[src/rtl/tmr_pkg.sv]
package tmr_pkg;
  localparam int CNT_W = 16;
  localparam logic [1:0] CTRL_ADDR = 2'd3;

  typedef enum logic [1:0] {
    RL_LATCH = 2'd0,
    RL_LO    = 2'd1,
    RL_HI    = 2'd2,
    RL_BOTH  = 2'd3
  } rl_e;
endpackage

[src/rtl/tmr_decode.sv]
module tmr_decode
  import tmr_pkg::*;
#(
  parameter int NCH = 3
) (
  input  logic           cs_ni,
  input  logic [1:0]     addr_i,
  input  logic           wr_i,
  input  logic           rd_i,
  input  logic [7:0]     wdata_i,
  output logic [NCH-1:0] ctrl_wr_o,
  output logic [NCH-1:0] latch_o,
  output logic [NCH-1:0] cnt_wr_o,
  output logic [NCH-1:0] cnt_rd_o,
  output logic           rd_en_o,
  output rl_e            ctrl_rl_o,
  output logic [2:0]     ctrl_mode_o,
  output logic           ctrl_bcd_o
);
  logic wr_ok, ctrl_hit;

  assign wr_ok       = !cs_ni && wr_i;
  assign rd_en_o     = !cs_ni && rd_i && !wr_i;   // write wins a collision
  assign ctrl_hit    = wr_ok && (addr_i == CTRL_ADDR);
  assign ctrl_rl_o   = rl_e'(wdata_i[5:4]);
  assign ctrl_mode_o = wdata_i[3:1];
  assign ctrl_bcd_o  = wdata_i[0];

  for (genvar g = 0; g < NCH; g++) begin : g_ch
    logic sel_ctrl;
    assign sel_ctrl     = ctrl_hit && (wdata_i[7:6] == 2'(g));
    assign ctrl_wr_o[g] = sel_ctrl && (ctrl_rl_o != RL_LATCH);
    assign latch_o[g]   = sel_ctrl && (ctrl_rl_o == RL_LATCH);
    assign cnt_wr_o[g]  = wr_ok && (addr_i == 2'(g));
    assign cnt_rd_o[g]  = rd_en_o && (addr_i == 2'(g));
  end
endmodule

[src/rtl/tmr_chan_regs.sv]
module tmr_chan_regs
  import tmr_pkg::*;
(
  input  logic             clk_i,
  input  logic             rst_ni,
  input  logic             ctrl_wr_i,
  input  logic             latch_i,
  input  logic             cnt_wr_i,
  input  logic             cnt_rd_i,
  input  rl_e              ctrl_rl_i,
  input  logic [2:0]       ctrl_mode_i,
  input  logic             ctrl_bcd_i,
  input  logic [7:0]       wdata_i,
  input  logic [CNT_W-1:0] cnt_i,
  output logic [2:0]       mode_o,
  output logic             bcd_o,
  output logic             cfg_o,
  output logic             load_o,
  output logic             halt_o,
  output logic [CNT_W-1:0] load_val_o,
  output logic [7:0]       rbyte_o
);
  rl_e              rl_q;
  logic             wptr_q, rptr_q, held_q;
  logic [CNT_W-1:0] latch_q;
  logic [CNT_W-1:0] src;
  logic             hi_sel, rd_last;

  assign src     = held_q ? latch_q : cnt_i;
  assign hi_sel  = (rl_q == RL_HI) || ((rl_q == RL_BOTH) && rptr_q);
  assign rbyte_o = hi_sel ? src[15:8] : src[7:0];
  assign rd_last = (rl_q != RL_BOTH) || rptr_q;

  always_ff @(posedge clk_i or negedge rst_ni) begin
    if (!rst_ni) begin
      mode_o     <= '0;
      bcd_o      <= 1'b0;
      rl_q       <= RL_BOTH;
      wptr_q     <= 1'b0;
      rptr_q     <= 1'b0;
      held_q     <= 1'b0;
      latch_q    <= '0;
      load_val_o <= '0;
      cfg_o      <= 1'b0;
      load_o     <= 1'b0;
      halt_o     <= 1'b0;
    end else begin
      cfg_o  <= ctrl_wr_i;
      load_o <= 1'b0;
      halt_o <= 1'b0;
      if (ctrl_wr_i) begin
        mode_o <= ctrl_mode_i;
        bcd_o  <= ctrl_bcd_i;
        rl_q   <= ctrl_rl_i;
        wptr_q <= 1'b0;
        rptr_q <= 1'b0;
        held_q <= 1'b0;
      end else if (latch_i) begin
        if (!held_q) begin
          latch_q <= cnt_i;
          held_q  <= 1'b1;
          rptr_q  <= 1'b0;
        end
      end else if (cnt_wr_i) begin
        unique case (rl_q)
          RL_LO: begin
            load_val_o <= {8'h00, wdata_i};
            load_o     <= 1'b1;
          end
          RL_HI: begin
            load_val_o <= {wdata_i, 8'h00};
            load_o     <= 1'b1;
          end
          default: begin
            if (!wptr_q) begin
              load_val_o[7:0] <= wdata_i;
              wptr_q          <= 1'b1;
              halt_o          <= (mode_o == 3'd0);
            end else begin
              load_val_o[15:8] <= wdata_i;
              wptr_q           <= 1'b0;
              load_o           <= 1'b1;
            end
          end
        endcase
      end else if (cnt_rd_i) begin
        if (rl_q == RL_BOTH) rptr_q <= !rptr_q;
        if (rd_last) held_q <= 1'b0;
      end
    end
  end

  assert_load_src_R4: assert property (@(posedge clk_i) disable iff (!rst_ni)
    load_o |-> $past(cnt_wr_i));
  assert_halt_src_R7: assert property (@(posedge clk_i) disable iff (!rst_ni)
    halt_o |-> (mode_o == 3'd0) && $past(cnt_wr_i) && !load_o);
  assert_snapshot_frozen_R9: assert property (@(posedge clk_i) disable iff (!rst_ni)
    $past(held_q) |-> $stable(latch_q));
  assert_cfg_src_R2: assert property (@(posedge clk_i) disable iff (!rst_ni)
    cfg_o |-> $past(ctrl_wr_i));
endmodule

[src/rtl/tmr_rd_mux.sv]
module tmr_rd_mux #(
  parameter int NCH = 3
) (
  input  logic           clk_i,
  input  logic           rst_ni,
  input  logic           rd_en_i,
  input  logic [1:0]     addr_i,
  input  logic [NCH*8-1:0] rbytes_i,
  output logic [7:0]     rdata_o
);
  logic [7:0] sel;

  always_comb begin
    sel = 8'h00;   // control address reads as zero
    for (int k = 0; k < NCH; k++)
      if (addr_i == 2'(k)) sel = rbytes_i[k*8 +: 8];
  end

  always_ff @(posedge clk_i or negedge rst_ni) begin
    if (!rst_ni)      rdata_o <= 8'h00;
    else if (rd_en_i) rdata_o <= sel;
  end

  assert_rdata_hold_R12: assert property (@(posedge clk_i) disable iff (!rst_ni)
    !$past(rd_en_i) |-> $stable(rdata_o));
endmodule

[src/rtl/tmr_host_if.sv]
module tmr_host_if
  import tmr_pkg::*;
#(
  parameter int NCH = 3
) (
  input  logic                 clk_i,
  input  logic                 rst_ni,
  input  logic                 cs_ni,
  input  logic [1:0]           addr_i,
  input  logic                 wr_i,
  input  logic                 rd_i,
  input  logic [7:0]           wdata_i,
  output logic [7:0]           rdata_o,
  input  logic [NCH*CNT_W-1:0] cnt_i,
  output logic [NCH*3-1:0]     mode_o,
  output logic [NCH-1:0]       bcd_o,
  output logic [NCH-1:0]       cfg_o,
  output logic [NCH-1:0]       load_o,
  output logic [NCH-1:0]       halt_o,
  output logic [NCH*CNT_W-1:0] load_val_o
);
  logic [NCH-1:0]   ctrl_wr, latch, cnt_wr, cnt_rd;
  logic             rd_en;
  rl_e              ctrl_rl;
  logic [2:0]       ctrl_mode;
  logic             ctrl_bcd;
  logic [NCH*8-1:0] rbytes;

  tmr_decode #(.NCH(NCH)) u_decode (
    .cs_ni(cs_ni), .addr_i(addr_i), .wr_i(wr_i), .rd_i(rd_i), .wdata_i(wdata_i),
    .ctrl_wr_o(ctrl_wr), .latch_o(latch), .cnt_wr_o(cnt_wr), .cnt_rd_o(cnt_rd),
    .rd_en_o(rd_en), .ctrl_rl_o(ctrl_rl), .ctrl_mode_o(ctrl_mode), .ctrl_bcd_o(ctrl_bcd)
  );

  for (genvar g = 0; g < NCH; g++) begin : g_chan
    tmr_chan_regs u_chan (
      .clk_i(clk_i), .rst_ni(rst_ni),
      .ctrl_wr_i(ctrl_wr[g]), .latch_i(latch[g]), .cnt_wr_i(cnt_wr[g]), .cnt_rd_i(cnt_rd[g]),
      .ctrl_rl_i(ctrl_rl), .ctrl_mode_i(ctrl_mode), .ctrl_bcd_i(ctrl_bcd),
      .wdata_i(wdata_i), .cnt_i(cnt_i[g*CNT_W +: CNT_W]),
      .mode_o(mode_o[g*3 +: 3]), .bcd_o(bcd_o[g]), .cfg_o(cfg_o[g]),
      .load_o(load_o[g]), .halt_o(halt_o[g]),
      .load_val_o(load_val_o[g*CNT_W +: CNT_W]), .rbyte_o(rbytes[g*8 +: 8])
    );
  end

  tmr_rd_mux #(.NCH(NCH)) u_rd_mux (
    .clk_i(clk_i), .rst_ni(rst_ni), .rd_en_i(rd_en), .addr_i(addr_i),
    .rbytes_i(rbytes), .rdata_o(rdata_o)
  );

  assert_cs_idle_R1: assert property (@(posedge clk_i) disable iff (!rst_ni)
    $past(cs_ni) |-> (load_o == '0) && (cfg_o == '0) && (halt_o == '0) && $stable(rdata_o));
  assert_one_load_R13: assert property (@(posedge clk_i) disable iff (!rst_ni)
    $onehot0(load_o));
endmodule

[config.mk]
export PLATFORM = sky130hd
export DESIGN_NAME = tmr_host_if
export DESIGN_NICKNAME = d
export VERILOG_FILES = /design/src/rtl/tmr_pkg.sv /design/src/rtl/tmr_decode.sv /design/src/rtl/tmr_chan_regs.sv /design/src/rtl/tmr_rd_mux.sv /design/src/rtl/tmr_host_if.sv
export SDC_FILE = /design/constraint.sdc
export NUM_CORES = 1
export LEC_CHECK = 0
export BUFFER_PORTS_ARGS = -buffer_cell sky130_fd_sc_hd__buf_4
export CORE_MARGIN = 10
export CORE_UTILIZATION = 59
export DETAILED_ROUTE_END_ITERATION = 8
export GPL_ROUTABILITY_DRIVEN = 1
export GPL_TIMING_DRIVEN = 0
export PLACE_DENSITY = 0.94
export SLEW_MARGIN = 20
export SYNTH_ARGS = -nofsm -noshare
export SYNTH_HDL_FRONTEND = slang
export SYNTH_SLANG_ARGS = --single-unit
[constraint.sdc]
create_clock -name clk_i -period 3.6 [get_ports clk_i]
set_input_delay 0.72 -clock clk_i [delete_from_list [all_inputs] [get_ports clk_i]]
set_output_delay 0.72 -clock clk_i [all_outputs]
set_load 0.02 [all_outputs]
Word-level counts from Yosys, hierarchy flattened:

Cells that the tools add are included.

* add/sub/neg operators: 0
* multiply operators: 0
* div/mod/pow operators: 0
* order comparisons: 0
* equality and inequality tests: 32
* shift operators: 0
* multiplexer cells: 96
* bitwise operators: 6
* reduce and logical (&&, ||, !) cells: 76

Operators by type and width (count)
* 8-bit 2-to-1 mux: 12
* 16-bit case mux with 2 select lines: 3
* 1-bit 2-to-1 mux: 78
* 16-bit 2-to-1 mux: 3
* 4-bit AND reduction: 9
* 3-bit nonzero test: 12
* 1-bit logical AND: 22
* 2-bit equality test, second input constant: 9
* 3-bit AND reduction: 6
* 2-bit by 1-bit != test with 1-bit output, second input constant: 6
* 2-bit by 1-bit equality test with 1-bit output, second input constant: 5
* 3-bit logical NOT: 3
* 3-bit by 1-bit != test with 1-bit output, second input constant: 3
* 3-bit by 2-bit != test with 1-bit output, second input constant: 3
* 3-bit != test, second input constant: 3
* 2-bit nonzero test: 4
* 2-bit logical NOT: 3
* 1-bit logical OR: 6
* 2-bit != test, second input constant: 3
* 1-bit NOT: 6
* 2-bit AND reduction: 3
* 2-bit OR reduction: 3
* 1-bit logical NOT: 5

* register bits: 140
* bits in latches: 0
* memory bits (writable): 0
* ROM bits: 0
* input port bits: 63
* output and inout port bits: 77
* logic and storage cells: 247
* memories: 0

Longest topological paths before layout:

* word-level depth: 8
* gate-level depth with buffers: 7
* depth with buffers taken out: 7

Hierarchy:

A second synthesis with hierarchy kept.

* cells, all modules: 561
* area, all modules: 6874.1 um2

By module, submodules not included
* tmr_chan_regs: instances 3, cells each 163, area each 2052.0 um2, seq. area each 1103.6 um2
* tmr_rd_mux: instances 1, cells each 47, area each 525.5 um2, seq. area each 200.2 um2
* tmr_decode: instances 1, cells each 25, area each 192.7 um2, seq. area each 0.0 um2

Worst setup path before layout:

No wires, ideal clock.

* path type: input to register
* start point: input wdata_i[7]
* end point: register g_chan[1].u_chan.latch_q[0]
* library setup time: 125 ps
* data arrival time: 2010 ps
* data required time: 3475 ps
* path slack: 1465 ps
* stages: 6
* path through: buf_2 > and2b_1 > nand2_1 > nor3_1 > buf_4 > mux2_2

* cells in the longest elaborated chain, start to end: 5

Ends and longest elaborated chain
* start: declaration: RTL line tmr_host_if.sv:12 `input logic [7:0] wdata_i,`
* 2-bit by 1-bit equality test with 1-bit output *: RTL line tmr_decode.sv:31 `assign sel_ctrl = ctrl_hit && (wdata_i[7:6] == 2'(g));`
* 1-bit logical AND *: RTL line tmr_decode.sv:31
* 1-bit logical AND: RTL line tmr_decode.sv:32 `assign ctrl_wr_o[g] = sel_ctrl && (ctrl_rl_o != RL_LATCH);`
* 1-bit NOT (no source line)
* 2-bit AND reduction (no source line) *
* end signal: assignment: RTL line tmr_chan_regs.sv:60 `latch_q <= cnt_i;`
* end: declaration: RTL line tmr_chan_regs.sv:25 `logic [CNT_W-1:0] latch_q;`

Mark *: on every way between the ends. The rest lies on a longest branch, timed or not.
A chain may end at the register's enable or synchronous reset.

Worst setup path after layout:

* start point: register g_chan[2].u_chan.rl_q[0]
* end point: register u_rd_mux.rdata_o[4]

* cells in the longest elaborated chain, start to end: 5

Ends and longest elaborated chain
* start: declaration: RTL line tmr_chan_regs.sv:23 `rl_e rl_q;`
* start signal: assignment: RTL line tmr_chan_regs.sv:54 `rl_q <= ctrl_rl_i;`
* 2-bit equality test: RTL line tmr_chan_regs.sv:30 `assign hi_sel = (rl_q == RL_HI) || ((rl_q == RL_BOTH) && rptr_q);`
* 1-bit logical AND: RTL line tmr_chan_regs.sv:30
* 1-bit logical OR *: RTL line tmr_chan_regs.sv:30
* 8-bit 2-to-1 mux *: RTL line tmr_chan_regs.sv:31 `assign rbyte_o = hi_sel ? src[15:8] : src[7:0];`
* 8-bit 2-to-1 mux *: RTL line tmr_rd_mux.sv:16 `if (addr_i == 2'(k)) sel = rbytes_i[k*8 +: 8];`
* end signal: assignment: RTL line tmr_rd_mux.sv:21 `else if (rd_en_i) rdata_o <= sel;`
* end: declaration: RTL line tmr_rd_mux.sv:9 `output logic [7:0] rdata_o`

Marks and branches as above.

==> out/results.txt <==
Commonest cells after routing, fill and taps aside -> 147 x buf_4, 134 x dfrtp_1, 114 x nand2_1
Seq cells post-synth -> 140
Reg clk slew, reported paths -> 0.06 ns
CP required -> 3.89 ns
Chip height -> 126 um
Critical path class -> flip-flop to flip-flop
Clock sink count -> 140
Synth area leader -> dfrtp_1
Initial core utilization -> 60.8%
Worst-Margin Slew -> 0.939 ns
Total of warnings raised by yosys -> 0
CTS max path bufs -> 2
DRC violation count after routing -> 0
Fin util -> 77.0%
Post-Route WL -> 17500 um
Share of post-route cells with drive strength above 1 -> 39.1%
Static Leak -> 4.20 nW
Grt ovf -> 0
Setup Buffers After CTS -> 0
Post-layout min period -> 2.49 ns
EDFF count, synth -> 0
Peak supply drop -> 0.000412 V
Slew Limit Fails -> 0
Vias in the first global route -> 5404
Most common cell after layout, fill and taps aside -> buf_4
Hold crit path type -> input port to async pin
TritonCTS clock tree -> yes
Max-Cap Viols -> 0
Final Hold Viols -> 0
All-Layer GR Usage -> 21.8%
Top cell type's share of synthesized area -> 50.5%
Relative slew slack -> 37.4%
Area Growth Syn to Fin -> 26.7%
Avg Cell Area, Syn -> 11.5 sq um
GP Congestion -> 0.814
Clk Latency, worst-skew pair -> 0.42 ns
Post-synthesis instance total -> 579
Drt via density -> 5.77
Initial antenna violation count -> 0
Hold_buf cts -> 0
Critical-path maximum fanout -> 8
First-pass DRT Iterations -> 5
Top-Level Pins -> 140
Die width -> 126 um
Post_cts resized -> 0
H-tree levels -> 4
Most used flip-flop cell after synthesis -> dfrtp_1
Final setup fails -> 0
Routed via count -> 5116
First-pass GRT wire length -> 27800 um
CP Data Arrival Time -> 2.78 ns
Pin count of the biggest net entering global routing -> 97
Worst setup EP type -> flip-flop
Num CTS Buffers -> 17
Pwr dens -> 657 mW/mm^2
Post-synthesis sequential area ratio -> 52.8%
Routed len/inst -> 19.7 um
Clock root buffer -> clkbuf_16
FMAX -> 0.401 GHz
Final HPWL DP -> 13000 um
Core region area -> 0.0109 sq mm
Unrepaired setup endpoints after global routing -> no
Startpoint class of the critical path -> flip-flop
Port Buffers -> 135
Unique masters post-synth -> 49
Post-layout net count -> 806
Tcrit/Tclk final -> 69.2%
Async set-or-reset flop fraction in the synthesized netlist -> 100%
DR iter-0 viols -> 524
Post-route ant nets -> 0
Status -> finished, final reports clean
Standard-cell rows -> 38
Final Skew -> 0.00888 ns
Post-Syn Nets -> 651
Die ar. -> 0.0159 sq mm
Synth area leaders -> dfrtp_1 50%, mux2_2 8.3%, mux4_2 6.8%
Setup_tns -> 0 ns
ANT cells -> 0
Cell Area, Synth -> 0.00664 sq mm
==> worst max-delay path, cell delays in order, from the launching register on <==
cell and delay [ns]:
dfstp_2 0.56, inv_1 0.05, ha_1 0.20, a21oi_1 0.73
mux4_2 0.43, o221ai_1 0.26, o21ai_0 0.14
==> routing by layer <==
layer	share of wire (%)	vias to the layer above	GRT usage (%)
met4	2.6	0	9.18
met2	50	234	35.6
met5	0	-	0
met3	8.3	38	7.89
met1	39	2523	25.5
li1	-	2321	-
==> Yosys cell counts, types with 9 or more instances <==
master	n
nor2_1	17
nand2_1	114
dfrtp_1	134
a21oi_1	9
clkbuf_1	16
nand3_1	41
mux2_2	49
mux4_2	20
buf_4	13
o21ai_0	33
ha_1	9
mux2_4	10
==> cells by family after synthesis <==
| group | count (synthesis) | synth area share (%) |
|---|---|---|
| adder cells (fa/ha/maj) | 9 | 1.69 |
| multiplexers | 87 | 18.5 |
| flip-flops | 140 | 52.8 |
| AO/OA/AOI/OAI | 69 | 6.48 |
| XOR/XNOR | 3 | 0.396 |
| AND/OR/NAND/NOR | 217 | 15.9 |
| buffers and inverters | 54 | 4.14 |
==> stage by stage <==
step | setup slack, ns | std cells | area [sq um] | hold WS, ns | power, W
global placement | 1.11 | 854 | 7830 | 0.438 | 0.00383
detailed placement | 1.00 | 855 | 7870 | 0.453 | 0.00394
finish | 1.11 | 887 | 8420 | 0.191 | 0.00553
global route | 0.983 | 887 | 8420 | 0.198 | 0.00581
CTS | 1.15 | 887 | 8420 | 0.191 | 0.00557
floorplan | 1.47 | 579 | 6640 | 0.424 | 0.00313
==> state kept, by name, summed over array words and instances, names as in the netlist, 6 cells and up <==
register	flops
g_chan.u_chan.load_val_o	48
u_rd_mux.rdata_o	8
g_chan.u_chan.mode_o	9
g_chan.u_chan.latch_q	48
g_chan.u_chan.rl_q	6
==> power breakdown <==
group,internal [W],total [W],switching (W)
registers,0.00195,0.00219,0.000242
clock network,0.000949,0.00162,0.000676
logic,0.000740,0.00172,0.000978
==> area by class of cell <==
| class | instances | area (sq um) |
|---|---|---|
| timing repair buffer | 136 | 1050 |
| fill | 678 | 2520 |
| sequential | 140 | 3510 |
| tap | 140 | 175 |
| clock inverter | 14 | 123 |
| buffer | 44 | 238 |
| multi-input combinational | 385 | 2860 |
| clock buffer | 18 | 429 |
| inverter | 10 | 37.5 |
==> final timing paths <==
kind	endpoint	from	cells past startpoint	slack, ns
setup reg to reg	u_rd_mux.rdata_o[4]$_DFFE_PN0P_	g_chan[2].u_chan.rl_q[0]$_DFFE_PN1N_	6	1.11
setup / recovery	u_rd_mux.rdata_o[4]$_DFFE_PN0P_	g_chan[2].u_chan.rl_q[0]$_DFFE_PN1N_	6	1.11
min in group clk_i	g_chan[1].u_chan.halt_o$_DFF_PN0_	g_chan[1].u_chan.mode_o[1]$_DFFE_PN0N_	1	0.46
hold reg to reg	g_chan[1].u_chan.halt_o$_DFF_PN0_	g_chan[1].u_chan.mode_o[1]$_DFFE_PN0N_	1	0.46
max in group asynchronous	g_chan[0].u_chan.rl_q[1]$_DFFE_PN1N_	rst_ni	2	2.61
hold / removal	g_chan[1].u_chan.load_val_o[2]$_DFFE_PN0P_	rst_ni	1	0.19
(Power assumes the default switching activity.)
